===== src/rtl/grp_irq_pkg.sv =====
`timescale 1ns/1ps
package grp_irq_pkg;
  // register kind selected by byte address bits [3:2] inside a 16-byte block
  typedef enum logic [1:0] {
    REG_EN_SET = 2'd0,
    REG_EN_CLR = 2'd1,
    REG_RAW    = 2'd2,
    REG_MASKED = 2'd3
  } reg_kind_e;
endpackage


===== src/rtl/grp_irq_decode.sv =====
`timescale 1ns/1ps
module grp_irq_decode
  import grp_irq_pkg::*;
#(
  parameter int ADDR_W      = 12,
  parameter int NUM_WORDS   = 8,
  parameter int SUMMARY_OFF = 'h100,
  localparam int IDX_W      = (NUM_WORDS > 1) ? $clog2(NUM_WORDS) : 1,
  localparam int BLK_W      = ADDR_W - 4
) (
  input  logic [ADDR_W-1:0]    addr_i,
  input  logic                 we_i,
  output logic                 word_hit_o,
  output logic                 sum_hit_o,
  output reg_kind_e            kind_o,
  output logic [IDX_W-1:0]     idx_o,
  output logic [NUM_WORDS-1:0] set_sel_o,
  output logic [NUM_WORDS-1:0] clr_sel_o
);
  logic [BLK_W-1:0] blk;
  logic             aligned;

  assign blk        = addr_i[ADDR_W-1:4];
  assign aligned    = (addr_i[1:0] == 2'b00);
  assign word_hit_o = aligned && (int'(blk) < NUM_WORDS);
  assign sum_hit_o  = (addr_i == ADDR_W'(SUMMARY_OFF));
  assign kind_o     = reg_kind_e'(addr_i[3:2]);
  assign idx_o      = blk[IDX_W-1:0];

  for (genvar w = 0; w < NUM_WORDS; w++) begin : g_sel
    assign set_sel_o[w] = we_i && word_hit_o && (kind_o == REG_EN_SET) && (idx_o == IDX_W'(w));
    assign clr_sel_o[w] = we_i && word_hit_o && (kind_o == REG_EN_CLR) && (idx_o == IDX_W'(w));
  end

  always_comb begin

    onehot_sel_chk: assert ($onehot0({set_sel_o, clr_sel_o}));
  end
endmodule


===== src/rtl/grp_irq_enable_bank.sv =====
`timescale 1ns/1ps
module grp_irq_enable_bank #(
  parameter int NUM_WORDS = 8,
  parameter int DATA_W    = 32,
  localparam int TOTAL_W  = NUM_WORDS * DATA_W
) (
  input  logic                 clk_i,
  input  logic                 rst_ni,
  input  logic [NUM_WORDS-1:0] set_sel_i,
  input  logic [NUM_WORDS-1:0] clr_sel_i,
  input  logic [DATA_W-1:0]    wdata_i,
  output logic [TOTAL_W-1:0]   en_o
);
  for (genvar w = 0; w < NUM_WORDS; w++) begin : g_word
    logic [DATA_W-1:0] word_q;

    always_ff @(posedge clk_i or negedge rst_ni) begin
      if (!rst_ni)           word_q <= '0;
      else if (set_sel_i[w]) word_q <= word_q | wdata_i;
      else if (clr_sel_i[w]) word_q <= word_q & ~wdata_i;
    end

    assign en_o[w*DATA_W +: DATA_W] = word_q;


    en_set_chk: assert property (@(posedge clk_i) disable iff (!rst_ni)
      set_sel_i[w] |=> ((en_o[w*DATA_W +: DATA_W] & $past(wdata_i)) == $past(wdata_i)));

    en_clr_chk: assert property (@(posedge clk_i) disable iff (!rst_ni)
      clr_sel_i[w] |=> ((en_o[w*DATA_W +: DATA_W] & $past(wdata_i)) == '0));

    en_hold_chk: assert property (@(posedge clk_i) disable iff (!rst_ni)
      !(set_sel_i[w] || clr_sel_i[w]) |=> $stable(en_o[w*DATA_W +: DATA_W]));
  end
endmodule


===== src/rtl/grp_irq_reduce.sv =====
`timescale 1ns/1ps
module grp_irq_reduce #(
  parameter int NUM_GRP = 32,
  parameter int GRP_W   = 8,
  localparam int SRC_W  = NUM_GRP * GRP_W
) (
  input  logic               clk_i,
  input  logic               rst_ni,
  input  logic [SRC_W-1:0]   src_i,
  input  logic [SRC_W-1:0]   en_i,
  output logic [SRC_W-1:0]   masked_o,
  output logic [NUM_GRP-1:0] pend_o,
  output logic [NUM_GRP-1:0] irq_o
);
  assign masked_o = src_i & en_i;

  for (genvar g = 0; g < NUM_GRP; g++) begin : g_grp
    assign pend_o[g] = |masked_o[g*GRP_W +: GRP_W];

    always_ff @(posedge clk_i or negedge rst_ni) begin
      if (!rst_ni) irq_o[g] <= 1'b0;
      else         irq_o[g] <= pend_o[g];
    end


    irq_rise_chk: assert property (@(posedge clk_i) disable iff (!rst_ni)
      (|(src_i[g*GRP_W +: GRP_W] & en_i[g*GRP_W +: GRP_W])) |=> irq_o[g]);

    irq_fall_chk: assert property (@(posedge clk_i) disable iff (!rst_ni)
      (en_i[g*GRP_W +: GRP_W] == '0) |=> !irq_o[g]);
  end
endmodule


===== src/rtl/grp_irq_read_mux.sv =====
`timescale 1ns/1ps
module grp_irq_read_mux
  import grp_irq_pkg::*;
#(
  parameter int NUM_WORDS = 8,
  parameter int DATA_W    = 32,
  parameter int NUM_GRP   = 32,
  localparam int IDX_W    = (NUM_WORDS > 1) ? $clog2(NUM_WORDS) : 1,
  localparam int TOTAL_W  = NUM_WORDS * DATA_W
) (
  input  logic               word_hit_i,
  input  logic               sum_hit_i,
  input  reg_kind_e          kind_i,
  input  logic [IDX_W-1:0]   idx_i,
  input  logic [TOTAL_W-1:0] en_i,
  input  logic [TOTAL_W-1:0] src_i,
  input  logic [TOTAL_W-1:0] masked_i,
  input  logic [NUM_GRP-1:0] pend_i,
  output logic [DATA_W-1:0]  rdata_o
);
  logic [DATA_W-1:0] en_word, src_word, msk_word;

  assign en_word  = en_i[idx_i*DATA_W +: DATA_W];
  assign src_word = src_i[idx_i*DATA_W +: DATA_W];
  assign msk_word = masked_i[idx_i*DATA_W +: DATA_W];

  always_comb begin
    rdata_o = '0;
    if (sum_hit_i) begin
      rdata_o = DATA_W'(pend_i);
    end else if (word_hit_i) begin
      unique case (kind_i)
        REG_EN_SET, REG_EN_CLR: rdata_o = en_word;
        REG_RAW:                rdata_o = src_word;
        REG_MASKED:             rdata_o = msk_word;
        default:                rdata_o = '0;
      endcase
    end
  end

  always_comb begin
    if (word_hit_i && kind_i == REG_MASKED) begin

      masked_subset_chk: assert ((rdata_o & ~src_word) == '0);
    end
  end
endmodule


===== src/rtl/grp_irq_combiner.sv =====
`timescale 1ns/1ps
module grp_irq_combiner
  import grp_irq_pkg::*;
#(
  parameter int NUM_GRP     = 32,
  parameter int GRP_W       = 8,
  parameter int DATA_W      = 32,
  parameter int ADDR_W      = 12,
  parameter int SUMMARY_OFF = 'h100,
  localparam int NUM_SRC      = NUM_GRP * GRP_W,
  localparam int GRP_PER_WORD = DATA_W / GRP_W,
  localparam int NUM_WORDS    = NUM_GRP / GRP_PER_WORD,
  localparam int IDX_W        = (NUM_WORDS > 1) ? $clog2(NUM_WORDS) : 1
) (
  input  logic               clk_i,
  input  logic               rst_ni,
  input  logic [ADDR_W-1:0]  addr_i,
  input  logic               we_i,
  input  logic [DATA_W-1:0]  wdata_i,
  output logic [DATA_W-1:0]  rdata_o,
  input  logic [NUM_SRC-1:0] src_i,
  output logic [NUM_GRP-1:0] irq_o
);
  logic                 word_hit, sum_hit;
  reg_kind_e            kind;
  logic [IDX_W-1:0]     idx;
  logic [NUM_WORDS-1:0] set_sel, clr_sel;
  logic [NUM_SRC-1:0]   en, masked;
  logic [NUM_GRP-1:0]   pend;

  grp_irq_decode #(
    .ADDR_W(ADDR_W), .NUM_WORDS(NUM_WORDS), .SUMMARY_OFF(SUMMARY_OFF)
  ) u_decode (
    .addr_i(addr_i), .we_i(we_i),
    .word_hit_o(word_hit), .sum_hit_o(sum_hit), .kind_o(kind), .idx_o(idx),
    .set_sel_o(set_sel), .clr_sel_o(clr_sel)
  );

  grp_irq_enable_bank #(
    .NUM_WORDS(NUM_WORDS), .DATA_W(DATA_W)
  ) u_enable (
    .clk_i(clk_i), .rst_ni(rst_ni),
    .set_sel_i(set_sel), .clr_sel_i(clr_sel), .wdata_i(wdata_i),
    .en_o(en)
  );

  grp_irq_reduce #(
    .NUM_GRP(NUM_GRP), .GRP_W(GRP_W)
  ) u_reduce (
    .clk_i(clk_i), .rst_ni(rst_ni),
    .src_i(src_i), .en_i(en),
    .masked_o(masked), .pend_o(pend), .irq_o(irq_o)
  );

  grp_irq_read_mux #(
    .NUM_WORDS(NUM_WORDS), .DATA_W(DATA_W), .NUM_GRP(NUM_GRP)
  ) u_rmux (
    .word_hit_i(word_hit), .sum_hit_i(sum_hit), .kind_i(kind), .idx_i(idx),
    .en_i(en), .src_i(src_i), .masked_i(masked), .pend_i(pend),
    .rdata_o(rdata_o)
  );


  irq_reset_chk: assert property (@(posedge clk_i) disable iff (!rst_ni)
    $rose(rst_ni) |-> (irq_o == '0));
endmodule


===== config.mk =====
export PLATFORM = sky130hd
export DESIGN_NAME = grp_irq_combiner
export DESIGN_NICKNAME = d
export VERILOG_FILES = /design/src/rtl/grp_irq_pkg.sv /design/src/rtl/grp_irq_decode.sv /design/src/rtl/grp_irq_enable_bank.sv /design/src/rtl/grp_irq_reduce.sv /design/src/rtl/grp_irq_read_mux.sv /design/src/rtl/grp_irq_combiner.sv
export SDC_FILE = /design/constraint.sdc
export NUM_CORES = 1
export LEC_CHECK = 0
export CAP_MARGIN = 20
export CORE_ASPECT_RATIO = 0.5
export CORE_MARGIN = 8
export CORE_UTILIZATION = 55
export CTS_CLUSTER_SIZE = 10
export DETAILED_ROUTE_END_ITERATION = 10
export PLACE_DENSITY = 0.82
export SLEW_MARGIN = 20
export SYNTH_ARGS = -nofsm -noshare
export SYNTH_HDL_FRONTEND = slang
export SYNTH_HIERARCHICAL = 1
export SYNTH_SLANG_ARGS = --single-unit

===== constraint.sdc =====
create_clock -name clk_i -period 5 [get_ports clk_i]
set_clock_uncertainty 0.15 [all_clocks]
set_input_delay 1.25 -clock clk_i [delete_from_list [all_inputs] [get_ports clk_i]]
set_output_delay 1.25 -clock clk_i [all_outputs]
set_load 0.1 [all_outputs]

== Yosys cells after proc, flatten, opt, wreduce, memory -nomap -nowiden ==
Index checks and enable logic that the tools add are counted.
Cells by class
  $add $sub $neg: 0
  multipliers: 0
  div/mod/pow operators: 0
  order comparisons: 1
  equality and inequality tests: 11
  shift operators: 3
  muxes and demuxes: 19
  bitwise gates (word level): 18
  reductions and logical operators: 64
Operator list (count)
  $shiftx A256 B9 Y32: 3
  $mux W32: 18
  $and A256 B256 Y256: 1
  $and A32 B32 Y32: 8
  $or A32 B32 Y32: 8
  $reduce_or A8 Y1: 32
  $pmux W32 S3: 1
  $not A32 Y32: 1
  $logic_and A1 B1 Y1: 20
  $reduce_bool A2 Y1: 8
  $eq A12 B9 Y1 const B: 1
  $eq A3 B3 Y1 const B: 4
  $lt A8 B4 Y1 const B: 1
  $eq A3 B2 Y1 const B: 2
  $eq A2 B2 Y1 const B: 2
  $logic_not A2 Y1: 2
  $eq A3 B1 Y1 const B: 1
  $logic_not A3 Y1: 1
  $eq A2 B1 Y1 const B: 1
  $reduce_or A2 Y1: 1
Storage, ports and cells
  register bits: 288
  bits in latches: 0
  RAM bits: 0
  memory bits (read-only): 0
  input port bits: 303
  logic and storage cells: 156
  memories kept: 0

== Depth between registers and ports, before layout ==
  depth in word-level cells: 7
  gate-level depth with buffers: 11
  depth with buffers taken out: 6

== Cells and area by module ==
Netlist, hierarchy kept.
Modules (own cells, without submodules)
  grp_irq_enable_bank: instances 1, cells each 880, area an instance 10795.4 sq um, sequential area each 6406.1 sq um
  grp_irq_read_mux: instances 1, cells each 803, area an instance 7006.7 sq um, sequential area each 0.0 sq um
  grp_irq_reduce: instances 1, cells each 384, area an instance 3163.0 sq um, sequential area each 800.8 sq um
  grp_irq_decode: instances 1, cells each 53, area an instance 452.9 sq um, sequential area each 0.0 sq um

== Worst setup path after synthesis ==
Ideal clock, no wire load.
  path kind: input port to output port
  from: in addr_i[1]
  to: out rdata_o[10]
  data arrival time: 4.981 ns
  required time: 3.600 ns
  path slack: -1.381 ns
  stages on the path: 8
  path buffers: 4
  cell sequence: or4_4 > buf_6 > buf_8 > nor3_1 > nand2b_1 > clkbuf_1 > clkbuf_1 > o31ai_1
On the way
  longest elaborated chain between the ends: 4
  elaborated cells on any way between the ends: 5
  those cells by class: eq/ne: 1; mux: 2; reduce/logical: 2
Ends and longest elaborated chain
  start, declared: RTL line grp_irq_combiner.sv:17  | input logic [ADDR_W-1:0] addr_i,
  $logic_not A2 Y1: RTL line grp_irq_decode.sv:24  | assign aligned = (addr_i[1:0] == 2'b00);
  $logic_and A1 B1 Y1: RTL line grp_irq_decode.sv:25  | assign word_hit_o = aligned && (int'(blk) < NUM_WORDS);
  named net word_hit: RTL line grp_irq_combiner.sv:24  | logic word_hit, sum_hit;
  $mux W32: RTL line grp_irq_read_mux.sv:31  | end else if (word_hit_i) begin
  $mux W32: RTL line grp_irq_read_mux.sv:29  | if (sum_hit_i) begin
  end, declared: RTL line grp_irq_combiner.sv:20  | output logic [DATA_W-1:0] rdata_o,
The timed path passes the listed nets, and every way through them passes these cells.

== Worst setup path in the final report ==
  from: in addr_i[10]
  to: out rdata_o[15]
On the way
  longest elaborated chain between the ends: 4
  elaborated cells on any way between the ends: 5
  those cells by class: order compare: 1; eq/ne: 1; mux: 2; reduce/logical: 1
Ends and longest elaborated chain (RTL line)
  $lt A8 B4 Y1: grp_irq_decode.sv:25
  $logic_and A1 B1 Y1: grp_irq_decode.sv:25
  named net word_hit: grp_irq_combiner.sv:24
  $mux W32: grp_irq_read_mux.sv:31
  $mux W32: grp_irq_read_mux.sv:29
The timed path passes the listed nets, and every way through them passes these cells.

==> metrics.md <==
| Metric | Value |
|---|---|
| Setup slack after layout | `-0.145 ns` |
| PortBufs | `366` |
| R2R Path End | `u_reduce/irq_o[18]$_DFF_PN0_` |
| GR Util met1 | `0.435` |
| Fraction of layout cells with a size suffix above 1 | `0.217` |
| Worst skew pair latency | `0.53 ns` |
| Die Ht | `156 um` |
| Post-Synth Adder-Cell Area | `0` |
| Multiplexer share of the synthesized area | `0.186` |
| Total gr overflow | `0` |
| Critical path's largest stage delay | `0.60 ns` |
| Syn Area/Cell | `10.1 um2` |
| Ranking of synthesized cells by area | `dfrtp_1 (34%), a22o_1 (10%), mux4_2 (8.6%)` |
| Sw frac | `0.270` |
| First-pass GRT wire length | `121000 um` |
| RD Place Congestion | `1.02` |
| First-pass detailed-route iteration total | `5` |
| Crit path kind | `input pin to primary output` |
| Fin. Hold Viols | `0` |
| Synth-to-Final Area Change | `27.0%` |
| Vias post-DR | `19887` |
| Sequential share of power | `0.419` |
| Placed Area | `25800 um2` |
| WL/cell | `27.9 um` |
| Post-synthesis cell count | `2120` |
| Post-DP HPWL | `59700 um` |
| FP Rows | `51` |
| Initial Util | `0.554` |
| Cell with the most instances after synthesis | `dfrtp_1` |
| GR Layer Usage met3 | `0.0950` |
| Max-slew headroom | `0.282` |
| Status | `finished with violations` |
| Via-per-instance ratio | `6.72` |
| Worst r2r path cells | `4` |
| Root Buffer Master | `clkbuf_16` |
| Die ar. | `45900 um2` |
| Final Util | `0.703` |
| Routed Antenna Nets | `0` |
| CTS H-tree lvls | `2` |
| CP Launch Type | `input pin` |
| CTS clk-pin slew, worst paths | `0.06 ns` |
| Total core area | `38700 um2` |
| IO Pins | `367` |
| RSZ-0062 raised after global routing | `true` |
| Pwr Density | `207 nW/um2` |
| Ys async rst share | `1.00` |
| Most Used Layer, Global Route | `met2` |
| CP Max Fanout | `8` |
| Slew Viols, Final | `0` |
| R2R Setup Slk | `2.81 ns` |
| Clock sinks | `288` |
| Post-synth top area cell | `dfrtp_1` |
| Combinational Power Share | `0.172` |
| Synth Cell Area | `21400 um2` |
| Antenna violations before repair | `11` |
| CP most frequent cell | `buf_12` |
| All-layer global routing usage | `0.346` |
| Critical Path Start | `addr_i[10]` |
| Simple-gate share of the synthesized area | `0.216` |
| CTS buffer count | `35` |
| Number of synthesized flops with an enable pin | `0` |
| Critical Path End | `rdata_o[15]` |
| Max-Cap Viols | `0` |
| Synth Flop Type | `dfrtp_1` |
| Most frequent cells after synthesis | `dfrtp_1 (288), nand2_1 (271), and2_1 (266), a22o_1 (256), mux2i_1 (118)` |
| Final Critical Period | `5.15 ns` |
| Die X-Extent | `295 um` |
| Leak | `11.7 nW` |
| Post-synthesis register bit count | `288` |
| Count of cell types in the netlist | `48` |
| Hold Crit Class | `flip-flop to flip-flop` |
| Net count after synthesis | `2423` |
| Max Buffers Root-to-Sink | `3` |
| CTS tree | `done` |
| Post-synthesis compound-gate area fraction | `0.178` |
| Arrival @ worst endpoint | `3.75 ns` |
| Failing checks | `setup timing` |
| Final period utilization | `1.03` |
| Worst EP required | `3.60 ns` |
| Least-Margin Pin Slew | `1.07 ns` |
| FMAX | `194 MHz` |
| Largest net degree at the start of global routing | `120` |
| DR DRC count | `0` |
| Vias in the first global route | `19558` |
| Post-Layout Inst Area | `27200 um2` |
| Grt met2 use | `0.543` |
| Seq/Total Area, Yosys | `0.336` |
| VDD IR max | `0.000228 V` |
| Xor/xnor share of the synthesized area | `0` |
| Worst Setup End Kind | `primary output` |
| Initial drt markers | `2406` |
| Clock network power share | `0.409` |
| Switching power | `1.52 mW` |
| Largest family of logic cells by synthesized area | `simple AND/OR/NAND/NOR gates` |
| Pint | `4.11 mW` |
| Warnings, synthesis | `6` |
| Yosys top cell area share | `0.336` |
| Drt total wl | `82700 um` |
| Setup violations, final | `18` |
| NumNets Final | `2716` |
| CP Cell Sequence | `buf_6 -> or4_4 -> nor3_4 -> or4b_4 -> buf_12 -> a2111oi_4 -> a221oi_4 -> nand4_1 -> buf_12` |
| Slowest-stage cell, CP | `or4b_4` |
==> routing by layer <==
metal	vias to the layer above	share of wire	routed length [um]
met1	9773	0.36	30200
met3	289	0.12	9830
met5	-	0.00016	13
li1	8465	-	-
met2	1358	0.46	38000
met4	2	0.057	4680
==> final cells by class <==
type                       instances  area, um2
antenna                           12       30.0
clock buffer                      41        941
clock inverter                     1       8.76
fill                            2853      11500
inverter                           1       3.75
multi-input combinational       1608      13300
sequential                       288       7210
tap                              530        663
timing repair buffer             479       5060
==> worst max-delay path: cells and delay by family <==
kind                   cells  cell delay (ns)
and+or+nand+nor            4             1.55
AOI/OAI and AO/OA          2             0.45
buffers and inverters      3             0.47
==> logic make-up (layout without fill, tap and decap cells) <==
kind of cell,after synthesis,in the layout
AOI/OAI and AO/OA,490,490
buffers and inverters,224,522
and+or+nand+nor,834,834
muxes,284,284
DFF,288,288
other,0,12
==> per-stage QoR <==
stage	hold WS [ns]	instances	setup WS, ns	power, mW	setup TNS (ns)
after floorplan	0.322	2120	-0.373	2.91	-6.58
after global placement	0.337	2897	-0.790	3.33	-15.18
after detailed placement	0.343	2897	-0.559	3.34	-11.74
after CTS	0.359	2948	-0.101	5.62	-0.805
after global routing	0.372	2957	-0.177	5.77	-2.09
final	0.360	2960	-0.145	5.63	-1.36
==> power by group through the flow <==
| stage | sequential [mW] | clock (mW) | combinational, mW |
|---|---|---|---|
| 3_5_place_dp | 2.40 | 0 | 0.941 |
| 5_1_grt | 2.35 | 2.41 | 1.01 |
| 4_1_cts | 2.35 | 2.31 | 0.952 |
| 2_1_floorplan | 2.43 | 0 | 0.486 |
| 3_3_place_gp | 2.40 | 0 | 0.933 |
| 6_report | 2.35 | 2.30 | 0.968 |
==> repair_timing <==
item	CTS	global route
hold buffers	0	0
gates resized for setup	112	11
endpoints found under the setup margin	32	26
pin swaps	51	8
buffers inserted	12	1
endpoints found under the hold margin	0	0
==> worst min-delay path by stage <==
stage | from | end | slack (ns) | cells past startpoint
final | flip-flop | flip-flop | 0.36 | 1
after global routing | flip-flop | flip-flop | 0.37 | 1
after CTS | flip-flop | flip-flop | 0.36 | 1
after detailed placement | flip-flop | flip-flop | 0.34 | 1
after global placement | flip-flop | flip-flop | 0.34 | 1
after floorplan | flip-flop | flip-flop | 0.32 | 1
==> placed cells by master (no fill, tap or decap), drive strengths merged, types with 18 or more instances in the layout <==
cell type / Yosys / layout
a2111oi: 18 / 18
a21oi: 46 / 46
a221o: 28 / 28
a221oi: 18 / 18
a22o: 256 / 256
and2: 310 / 310
buf: 147 / 151
clkbuf: 76 / 43
clkdlybuf4s50: 0 / 299
dfrtp: 288 / 288
dlygate4sd2: 0 / 21
mux2: 84 / 84
mux2i: 118 / 118
mux4: 82 / 82
nand2: 271 / 271
nand4: 19 / 19
nor2: 92 / 92
o21ai: 82 / 82
o22ai: 28 / 28
or2: 34 / 34
or4: 66 / 66
Power figures use the tool's default switching activity.
